--- config.mk ---
export PLATFORM = sky130hd
export DESIGN_NAME = sar_spi_reader
export DESIGN_NICKNAME = d
export VERILOG_FILES = /design/src/rtl/sar_spi_reader.sv
export SDC_FILE = /design/constraint.sdc
export NUM_CORES = 1
export LEC_CHECK = 0
export CAP_MARGIN = 20
export CORE_UTILIZATION = 58
export CTS_CLUSTER_DIAMETER = 30
export DETAILED_ROUTE_END_ITERATION = 8
export DONT_BUFFER_PORTS = 1
export PLACE_DENSITY = 0.76
export RECOVER_POWER = 100
export SLEW_MARGIN = 20
export SYNTH_ARGS = -nofsm -noshare
export SYNTH_HDL_FRONTEND = slang
export SYNTH_SLANG_ARGS = --single-unit
--- constraint.sdc ---
create_clock -name clk -period 4 [get_ports clk]
set_input_delay 0.2 -clock clk [delete_from_list [all_inputs] [get_ports clk]]
set_output_delay 0.2 -clock clk [all_outputs]
set_load 0.005 [all_outputs]
--- src/rtl/sar_spi_reader.sv ---
module sar_spi_reader #(
  parameter int CLK_DIV = 2
) (
  input  logic        clk,
  input  logic        rst_n,
  input  logic        start,
  input  logic [3:0]  dev,
  input  logic [2:0]  chan,
  input  logic        diff,
  output logic        busy,
  output logic        done,
  output logic [15:0] result,
  output logic        sclk,
  output logic        cs_n,
  output logic        mosi,
  input  logic        miso
);
  localparam int CW = $clog2(2 * CLK_DIV + 1);
  localparam logic [CW-1:0] HALF_END = CW'(CLK_DIV - 1);
  localparam logic [CW-1:0] GAP_END  = CW'(2 * CLK_DIV - 1);

  typedef enum logic [1:0] {IDLE, XFER, GAP} state_t;
  state_t state;

  logic [CW-1:0] cnt;
  logic [4:0]    bitn;
  logic [3:0]    dv;
  logic [7:0]    tx;
  logic [15:0]   rx;
  logic [7:0]    cmd;
  logic [15:0]   ext;
  logic          multi_req, multi;

  assign multi_req = (dev[1:0] != 2'd0) && !dev[3];
  assign multi     = (dv[1:0] != 2'd0) && !dv[3];
  assign busy      = (state != IDLE);
  assign mosi      = !cs_n && tx[7];

  always_comb begin
    case (dev)
      4'd1, 4'd5: cmd = {3'b000, 1'b1, !diff, chan[0], 2'b00};
      4'd2, 4'd6: cmd = {2'b01, !diff, 1'b0, chan[1:0], 2'b00};
      4'd3, 4'd7: cmd = {2'b01, !diff, chan, 2'b00};
      default:    cmd = 8'h00;
    endcase
  end

  always_comb begin
    case (dv)
      4'd0:             ext = {6'd0, rx[12:8], rx[7:3]};
      4'd1, 4'd2, 4'd3: ext = {6'd0, rx[15:8], rx[7:6]};
      4'd4:             ext = {4'd0, rx[12:8], rx[7:1]};
      4'd5, 4'd6, 4'd7: ext = {4'd0, rx[15:8], rx[7:4]};
      default:          ext = {{3{rx[12]}}, rx[12:0]};
    endcase
  end

  always_ff @(posedge clk or negedge rst_n) begin
    if (!rst_n) begin
      state  <= IDLE;
      cnt    <= '0;
      bitn   <= '0;
      dv     <= '0;
      tx     <= '0;
      rx     <= '0;
      sclk   <= 1'b0;
      cs_n   <= 1'b1;
      done   <= 1'b0;
      result <= '0;
    end else begin
      done <= 1'b0;
      case (state)
        IDLE: if (start) begin
          state <= XFER;
          dv    <= dev;
          tx    <= multi_req ? cmd : 8'h00;
          cnt   <= '0;
          bitn  <= '0;
          cs_n  <= 1'b0;
        end
        XFER: begin
          if (cnt == HALF_END) begin
            cnt <= '0;
            if (!sclk) begin
              sclk <= 1'b1;
              rx   <= {rx[14:0], miso};
            end else begin
              sclk <= 1'b0;
              tx   <= {tx[6:0], 1'b0};
              if (bitn == (multi ? 5'd23 : 5'd15)) begin
                state  <= GAP;
                cs_n   <= 1'b1;
                done   <= 1'b1;
                result <= ext;
              end else begin
                bitn <= bitn + 5'd1;
              end
            end
          end else begin
            cnt <= cnt + 1'b1;
          end
        end
        default: begin
          if (cnt == GAP_END) begin
            cnt   <= '0;
            state <= IDLE;
          end else begin
            cnt <= cnt + 1'b1;
          end
        end
      endcase
    end
  end
endmodule

==> results.json <==
{
  "rows": 24,
  "crit_type": "reg2reg",
  "ys_ff_latch": 52,
  "antenna_found_initial": 0,
  "cp_cell_sequence": "nand2b_1, nor3_1, mux2_2",
  "clkSinkCount": 52,
  "ant_nets": 0,
  "p_comb_frac": 0.371,
  "drc": 0,
  "avgRoutedWirePerCell_um": 17.2,
  "slowest_delay_ns": 1.62,
  "dpl.hpwl_um": 3570,
  "worst_pin_slew_ns": 2.04,
  "post-cts-setup-buffers": 0,
  "dr.pass1.iters": 4,
  "yosysWarningCount": 0,
  "fp.dieH_um": 69.7,
  "path_max_fanout": 17,
  "drive_gt1_frac": 0.178,
  "path_buf_inv": 0,
  "dp.cells": 284,
  "cts_root_buffer": "clkbuf_8",
  "worstSetupStartpointType": "flop",
  "grt_pass1_wl_um": 8530,
  "grtUsageTotal": 0.224,
  "failed_checks": "capacitance limit, slew limit",
  "yosys.area.top_type": "dfrtp_1",
  "endpoint_kind": "flop",
  "synth-seq-area-share": 0.490,
  "finalHoldViolCount": 0,
  "cap_violations": 1,
  "p_per_area_mw_per_mm2": 721,
  "areaGrowthSynthToFinish_pct": 3.77,
  "async_flop_share": 1.00,
  "grt_max_degree": 53,
  "routed_wirelength_um": 5070,
  "p_sw_mw": 0.771,
  "syn-cell-area_sq_mm": 0.00266,
  "clk_pin_slew_ns": 0.09,
  "synth-edff-count": 0,
  "netlist.area_leader.share": 0.480,
  "period_minus_slack_ns": 2.99,
  "fin_nets": 258,
  "initial_utilization": 0.606,
  "setup_viol": 0,
  "fillers": 355,
  "final.setup_skew_ns": 0.00785,
  "fin_cells": 294,
  "path_delay_family": "simple AND/OR/NAND/NOR gates",
  "design.core.area_sq_mm": 0.00438,
  "rsz0062_at_grt": "false",
  "ios": 33,
  "netlist-cell-type-count": 43,
  "port_buffers": 0,
  "cts_inserted_buffers": 5,
  "antenna_cells": 0,
  "synthesis.nets": 264,
  "hold_class": "in2reg",
  "p_sw_frac": 0.388,
  "drt_iter0_markers": 207,
  "slew_headroom": -0.371,
  "cts_max_path_buffers": 2,
  "cts-htree-levels": 2,
  "yosys-top-cells-area": "dfrtp_1 48%, mux2_2 13%, a21oi_1 4.0%",
  "viasPerCell": 6.18,
  "overflow": 0,
  "p_seq_frac": 0.475,
  "syn_inst": 247,
  "power_frac_clock": 0.154,
  "die_area_sq_mm": 0.00485,
  "p_int_mw": 1.21,
  "ir_drop_mv": 0.339,
  "synth_area_per_cell_sq_um": 10.8,
  "insertion_delay_ns": 0.30,
  "worst-endpoint-required_ns": 4.19,
  "setup_tns_ns": 0,
  "status": "finished, violations left",
  "p_leak_nw": 1.22,
  "fin_crit_sh": 0.746,
  "slew_violations": 18,
  "tritoncts": "built",
  "critPathSlowestCell": "nor3_1",
  "fmax_ghz": 0.335,
  "final_core_util": 0.629,
  "num_vias": 1818,
  "crit_arrival_ns": 3.18,
  "gp_congestion": 0.928,
  "synth-main-ff-cell": "dfrtp_1",
  "die_width_um": 69.7,
  "grt_pass1_vias": 1749
}
## cell usage in the layout, fill, tap and decap left out, types with 5 or more instances in the layout
cell type  netlist  routed
a21oi_1         21      21
a22oi_1          7       7
a31oi_1          9       9
clkbuf_8         0       6
dfrtp_1         51      51
ha_1             5       5
inv_1           10      10
mux2_2          30      29
mux2i_1          6       6
nand2_1         19      19
nand2b_1         8       9
nor2_1           7       6
nor2b_1          6       6
nor3_1           5       6
o21ai_0         12      12
## power groups by stage
stage               Combinational (mW)  Clock (mW)  Sequential [mW]
finish                           0.736       0.306            0.944
global route                     0.835       0.331            0.979
CTS                              0.751       0.314            0.952
detailed placement               0.734           0            0.962
global placement                 0.711           0            0.950
floorplan                        0.671           0            0.859
## metal layers
metal | GRT usage | share of wire | vias up | routed length [um]
met5 | 0 | 0 | - | 0
met4 | 0.0711 | 0.011 | 0 | 56
met3 | 0.0465 | 0.035 | 5 | 175
met2 | 0.362 | 0.50 | 31 | 2560
met1 | 0.304 | 0.45 | 902 | 2280
li1 | - | - | 880 | -
## worst register-to-register path, delay by kind of cell (launching register included)
kind / cells / cell delay, ns
multiplexers: 1 / 0.46
AND/OR/NAND/NOR: 2 / 1.86
flip-flops: 1 / 0.56
## state kept, by name (all words and copies together) (netlist names)
signal,count
cs_n,1
cnt,3
dv,4
rx,16
state,2
done,1
bitn,5
tx,6
sclk,1
result,13
## stage by stage
stage / power (mW) / instance area, sq um / hold WS, ns / setup slack (ns)
final: 1.99 / 2760 / 0.0411 / 1.01
after global routing: 2.14 / 2760 / 0.0314 / 0.716
after CTS: 2.02 / 2770 / 0.0342 / 1.36
after detailed placement: 1.70 / 2640 / -0.0947 / 1.37
after global placement: 1.66 / 2640 / -0.0947 / 1.45
after floorplan: 1.53 / 2660 / -0.0956 / 2.24
## layout make-up
class / instances / area [sq um] / share of cell area
clock inverters: 2 / 10.0 / 0.00363
flip-flops and latches: 52 / 1300 / 0.473
inverters: 10 / 37.5 / 0.0136
well taps: 52 / 65.1 / 0.0236
multi-input cells: 169 / 1210 / 0.440
clock buffers: 6 / 82.6 / 0.0300
repair buffers: 3 / 45.0 / 0.0163
## cell families after synthesis
kind of cell / share of synthesized area
AO/OA/AOI/OAI: 0.155
multiplexers: 0.150
buffers and inverters: 0.0490
adder cells (fa/ha/maj): 0.0236
flip-flops: 0.490
AND/OR/NAND/NOR: 0.133
## final timing paths
check                              start     end  slack (ns)  depth (start not counted)
worst max-delay path            state[0]  rx[12]        1.01                          3
worst min-delay path              dev[1]   dv[1]        0.04                          1
worst max register to register  state[0]  rx[12]        1.01                          3
worst min register to register     tx[4]   tx[4]        0.50                          2
max in group asynchronous          rst_n    cs_n        3.32                          2
min in group asynchronous          rst_n   tx[6]        0.42                          2
## cell usage after synthesis, drive strengths merged (3+ instances only)
cell type,n
a21oi,21
a22oi,7
a31oi,9
and3,3
buf,10
clkbuf,6
dfrtp,51
ha,5
inv,10
mux2,30
mux2i,6
nand2,19
nand2b,9
nand4b,3
nor2,7
nor2b,6
nor3,6
o21ai,12
## timing repair
item	4_1_cts	5_1_grt
setup endpoints to repair	0	0
hold buffers	2	0
endpoints found under the hold margin	52	0
gates resized for setup	0	0
Note: power is estimated with default switching activity, not from simulation.
